### config.mk
export PLATFORM = sky130hd
export DESIGN_NAME = hazard_bypass_ctrl
export DESIGN_NICKNAME = d
export VERILOG_FILES = /design/src/rtl/hbc_pkg.sv /design/src/rtl/hbc_operand_sel.sv /design/src/rtl/hbc_load_interlock.sv /design/src/rtl/hbc_store_data.sv /design/src/rtl/hazard_bypass_ctrl.sv
export SDC_FILE = /design/constraint.sdc
export NUM_CORES = 1
export LEC_CHECK = 0
export BUFFER_PORTS_ARGS = -buffer_cell sky130_fd_sc_hd__buf_2
export CAP_MARGIN = 15
export CORE_MARGIN = 2
export CORE_UTILIZATION = 40
export DETAILED_ROUTE_END_ITERATION = 12
export GPL_ROUTABILITY_DRIVEN = 0
export PLACE_DENSITY = 0.91
export SLEW_MARGIN = 20
export SYNTH_ARGS = -nofsm -noshare
export SYNTH_HDL_FRONTEND = slang
export SYNTH_SLANG_ARGS = --single-unit
### constraint.sdc
create_clock -name vclk -period 3.4
set_input_delay 0.68 -clock vclk [all_inputs]
set_output_delay 0.68 -clock vclk [all_outputs]
set_load 0.005 [all_outputs]
### src/rtl/hbc_pkg.sv
package hbc_pkg;
  typedef enum logic [1:0] {
    SRC_RF  = 2'b00,
    SRC_WB  = 2'b01,
    SRC_MEM = 2'b10
  } src_sel_t;
endpackage

### src/rtl/hbc_operand_sel.sv
module hbc_operand_sel
  import hbc_pkg::*;
#(
  parameter int REG_W = 5
) (
  input  logic             clk,
  input  logic             rst_n,
  input  logic [REG_W-1:0] src_i,
  input  logic [REG_W-1:0] mem_rd_i,
  input  logic             mem_we_i,
  input  logic             mem_is_load_i,
  input  logic [REG_W-1:0] wb_rd_i,
  input  logic             wb_we_i,
  output src_sel_t         sel_o
);
  logic src_nz, hit_mem, hit_wb;

  assign src_nz  = (src_i != '0);
  // a load in the memory latch has no data yet
  assign hit_mem = src_nz && mem_we_i && !mem_is_load_i && (mem_rd_i == src_i);
  assign hit_wb  = src_nz && wb_we_i && (wb_rd_i == src_i);

  always_comb begin
    if (hit_mem)     sel_o = SRC_MEM;
    else if (hit_wb) sel_o = SRC_WB;
    else             sel_o = SRC_RF;
  end

  assert_zero_reg_R5: assert property (@(posedge clk) disable iff (!rst_n)
    (src_i == '0) |-> (sel_o == SRC_RF));
  assert_legal_code_R3: assert property (@(posedge clk) disable iff (!rst_n)
    $onehot0(sel_o));
  assert_no_load_src_R9: assert property (@(posedge clk) disable iff (!rst_n)
    mem_is_load_i |-> (sel_o != SRC_MEM));
  assert_wb_needs_we_R2: assert property (@(posedge clk) disable iff (!rst_n)
    (sel_o == SRC_WB) |-> (wb_we_i && wb_rd_i == src_i));
endmodule

### src/rtl/hbc_load_interlock.sv
module hbc_load_interlock #(
  parameter int REG_W = 5
) (
  input  logic             clk,
  input  logic             rst_n,
  input  logic [REG_W-1:0] id_rs1_i,
  input  logic [REG_W-1:0] id_rs2_i,
  input  logic             id_use_rs1_i,
  input  logic             id_use_rs2_i,
  input  logic             id_is_store_i,
  input  logic [REG_W-1:0] ex_rd_i,
  input  logic             ex_we_i,
  input  logic             ex_is_load_i,
  output logic             stall_o,
  output logic             bubble_o
);
  logic load_live, dep_a, dep_b;

  assign load_live = ex_is_load_i && ex_we_i && (ex_rd_i != '0);
  assign dep_a     = id_use_rs1_i && (id_rs1_i == ex_rd_i);
  // store data is patched later in the memory stage, so it does not stall
  assign dep_b     = id_use_rs2_i && !id_is_store_i && (id_rs2_i == ex_rd_i);
  assign stall_o   = load_live && (dep_a || dep_b);
  assign bubble_o  = stall_o;

  assert_stall_load_R6: assert property (@(posedge clk) disable iff (!rst_n)
    stall_o |-> (ex_is_load_i && ex_rd_i != '0));
  assert_bubble_pair_R7: assert property (@(posedge clk) disable iff (!rst_n)
    bubble_o == stall_o);
  assert_store_data_free_R8: assert property (@(posedge clk) disable iff (!rst_n)
    (id_is_store_i && !id_use_rs1_i) |-> !stall_o);
endmodule

### src/rtl/hbc_store_data.sv
module hbc_store_data #(
  parameter int REG_W = 5
) (
  input  logic             clk,
  input  logic             rst_n,
  input  logic [REG_W-1:0] mem_rs2_i,
  input  logic             mem_is_store_i,
  input  logic [REG_W-1:0] wb_rd_i,
  input  logic             wb_we_i,
  output logic             fwd_o
);
  assign fwd_o = mem_is_store_i && wb_we_i && (mem_rs2_i != '0) && (wb_rd_i == mem_rs2_i);

  assert_store_only_R8: assert property (@(posedge clk) disable iff (!rst_n)
    fwd_o |-> mem_is_store_i);
  assert_store_zero_R5: assert property (@(posedge clk) disable iff (!rst_n)
    (mem_rs2_i == '0) |-> !fwd_o);
endmodule

### src/rtl/hazard_bypass_ctrl.sv
module hazard_bypass_ctrl
  import hbc_pkg::*;
#(
  parameter int REG_W = 5
) (
  input  logic             clk,
  input  logic             rst_n,
  input  logic [REG_W-1:0] id_rs1_i,
  input  logic [REG_W-1:0] id_rs2_i,
  input  logic             id_use_rs1_i,
  input  logic             id_use_rs2_i,
  input  logic             id_is_store_i,
  input  logic [REG_W-1:0] ex_rs1_i,
  input  logic [REG_W-1:0] ex_rs2_i,
  input  logic [REG_W-1:0] ex_rd_i,
  input  logic             ex_we_i,
  input  logic             ex_is_load_i,
  input  logic [REG_W-1:0] mem_rs2_i,
  input  logic             mem_is_store_i,
  input  logic [REG_W-1:0] mem_rd_i,
  input  logic             mem_we_i,
  input  logic             mem_is_load_i,
  input  logic [REG_W-1:0] wb_rd_i,
  input  logic             wb_we_i,
  output logic [1:0]       alu_a_sel_o,
  output logic [1:0]       alu_b_sel_o,
  output logic             st_data_fwd_o,
  output logic             stall_o,
  output logic             bubble_o
);
  localparam int N_OPS = 2;

  logic [REG_W-1:0] op_src [N_OPS];
  src_sel_t         op_sel [N_OPS];

  assign op_src[0] = ex_rs1_i;
  assign op_src[1] = ex_rs2_i;

  for (genvar g = 0; g < N_OPS; g++) begin : g_op
    hbc_operand_sel #(.REG_W(REG_W)) u_sel (
      .clk          (clk),
      .rst_n        (rst_n),
      .src_i        (op_src[g]),
      .mem_rd_i     (mem_rd_i),
      .mem_we_i     (mem_we_i),
      .mem_is_load_i(mem_is_load_i),
      .wb_rd_i      (wb_rd_i),
      .wb_we_i      (wb_we_i),
      .sel_o        (op_sel[g])
    );
  end

  assign alu_a_sel_o = op_sel[0];
  assign alu_b_sel_o = op_sel[1];

  hbc_load_interlock #(.REG_W(REG_W)) u_ilk (
    .clk          (clk),
    .rst_n        (rst_n),
    .id_rs1_i     (id_rs1_i),
    .id_rs2_i     (id_rs2_i),
    .id_use_rs1_i (id_use_rs1_i),
    .id_use_rs2_i (id_use_rs2_i),
    .id_is_store_i(id_is_store_i),
    .ex_rd_i      (ex_rd_i),
    .ex_we_i      (ex_we_i),
    .ex_is_load_i (ex_is_load_i),
    .stall_o      (stall_o),
    .bubble_o     (bubble_o)
  );

  hbc_store_data #(.REG_W(REG_W)) u_st (
    .clk           (clk),
    .rst_n         (rst_n),
    .mem_rs2_i     (mem_rs2_i),
    .mem_is_store_i(mem_is_store_i),
    .wb_rd_i       (wb_rd_i),
    .wb_we_i       (wb_we_i),
    .fwd_o         (st_data_fwd_o)
  );

  assert_youngest_first_R1: assert property (@(posedge clk) disable iff (!rst_n)
    (alu_a_sel_o == 2'b01) |-> !(mem_we_i && !mem_is_load_i && mem_rd_i == ex_rs1_i));
  assert_b_zero_R4: assert property (@(posedge clk) disable iff (!rst_n)
    (ex_rs2_i == '0) |-> (alu_b_sel_o == 2'b00));
endmodule

==> flow_summary.yaml <==
outcome:
  outcome: "finished clean"
die:
  boundaryPins: 58
  row_count: 13
  dieHeight_um: 40.5
  start_util: 0.421
  dieArea_um2: 1640
  die_x_um: 40.5
  coreArea_um2: 1270
placement:
  postPlaceCellArea_um2: 811
  placed_cells: 136
  numPortBuffers: 56
worst_setup_path:
  worstPathArrival_ns: 1.94
  cp_max_fo: 3
  required_ns: 2.72
  critPathKind: "input pin to primary output"
  start_kind: "input pin"
  crit_path_end_kind: "primary output"
logic_synthesis:
  synth_fa_ha_area_frac: 0
  synth_top_area_share: 0.377
  synthTopCellsByArea: "xnor2_1, xor2_1, nor4_2"
  syn-num-nets: 119
  synth.distinct_cells: 23
  netlist_instances: 68
  synth-xor-area-share: 0.525
  syn_area_per_cell_um2: 7.86
  synth_compound_area_frac: 0.0843
  synth.area.mux_share: 0
  synth-simple-area-share: 0.328
  netlist_area_um2: 534
  synth_warnings: 0
  ys_seq_area_frac: 0
  synth_top_family_by_area: "XOR/XNOR gates"
  synth_top_cell_by_area: "xnor2_1"
route:
  drtIter0Drc: 2
  via_count: 683
  drc: 0
  drt-total-wl_um: 1490
  wl_per_cell_um: 10.9
  via_per_inst: 5.02
  first_pass_iters: 4
  final_antenna_net_count: 0
finish:
  nets: 174
  fin_area_um2: 811
  seq_cells: 0
  regArea_um2: 0
  multi_input_area_um2: 500
  layout.cells.non_filler: 136
  final_common_cell: "buf_2"
  synthToLayoutAreaGrowth_pct: 51.8
  drive_above_1_share: 0.521
  fillCellCount: 122
  diodes: 0
  final_cell_mix: "buf_2, xnor2_1, xor2_1"
  nClkBuffers: 0
sta:
  period_minus_slack_ns: 2.62
  clock.fmax_ghz: 0.381
  maxSlewViolCount: 0
  setup-tns-final_ns: 0
  tightest_slew_ns: 0.301
  finalHoldViolCount: 0
  slew_headroom: 0.798
  rsz0062_at_grt: "no"
  setup_viol: 0
  whs_ns: 1.69
  timing.final.crit_share: 0.772
clock_network:
  cts_resized: 0
  post_cts_buffers: 0
  postCtsHoldBufs: 0
power_and_ir_drop:
  p_leak_uw: 0.000369
  total_power_uw: 90.1
  power_density_nw_per_um2: 111
  peakVddDrop_mv: 0.0520
hold_path:
  holdCritPathClass: "input pin to primary output"
global_route:
  grt_pass1_vias: 553
  antenna_found_initial: 0
  grt_max_degree: 5
  grt_pass1_wl_um: 2110
  grt_use_total: 0.179
  grt-ovfl-total: 0
flow_run:
  maxCapViolations: 0
-- synth_stat cells (all sizes together) --
cell,number
xor2,9
nand4b,1
nor2b,1
a21oi,1
nand3,2
o211ai,1
nor3,1
or4,3
nand4,3
o21ai,1
inv,3
o2111ai,1
nor4,6
nor2,2
o221ai,1
nand2,4
buf,3
xnor2,23
a221o,1
nor3b,1
-- power by group --
group / switching (µW) / internal [µW]
logic: 40.7 / 49.4
clock network: 0 / 0
registers: 0 / 0
-- final timing paths --
check	cells after the start	to	slack, ns	start
setup / recovery	6	alu_a_sel_o[0]	0.78	ex_rs1_i[0]
hold / removal	4	bubble_o	1.69	id_use_rs1_i
-- final cells by class --
cell class | instances | share of cell area
Inverter | 3 | 0.0139
Multi-Input combinational cell | 62 | 0.617
Tap cell | 15 | 0.0231
Timing Repair Buffer | 56 | 0.346
-- stage by stage --
stage / util / setup WS [ns]
6_report: 0.639 / 0.776
4_1_cts: 0.639 / 0.770
5_1_grt: 0.639 / 0.731
2_1_floorplan: - / 1.06
3_5_place_dp: 0.639 / 0.773
3_3_place_gp: 0.639 / 0.800
-- per-layer routing --
metal / track usage / vias to the layer above / wire length [µm]
li1: - / 349 / -
met1: 0.218 / 312 / 582
met2: 0.361 / 22 / 829
met3: 0 / 0 / 77
met4: 0 / 0 / 0
met5: 0 / - / 0
-- cell families (layout without fill, tap and decap cells) --
group	after synthesis	after routing
xor+xnor	32	32
simple gates	24	24
compound gates	6	6
buf+inv	6	59
-- worst max-delay path, stage by stage --
cell    delay, ns
buf_2        0.12
or4_4        0.53
nor2_2       0.15
nor4_2       0.08
nor4_2       0.24
buf_2        0.15
Note: power is estimated with default switching activity, not from simulation.
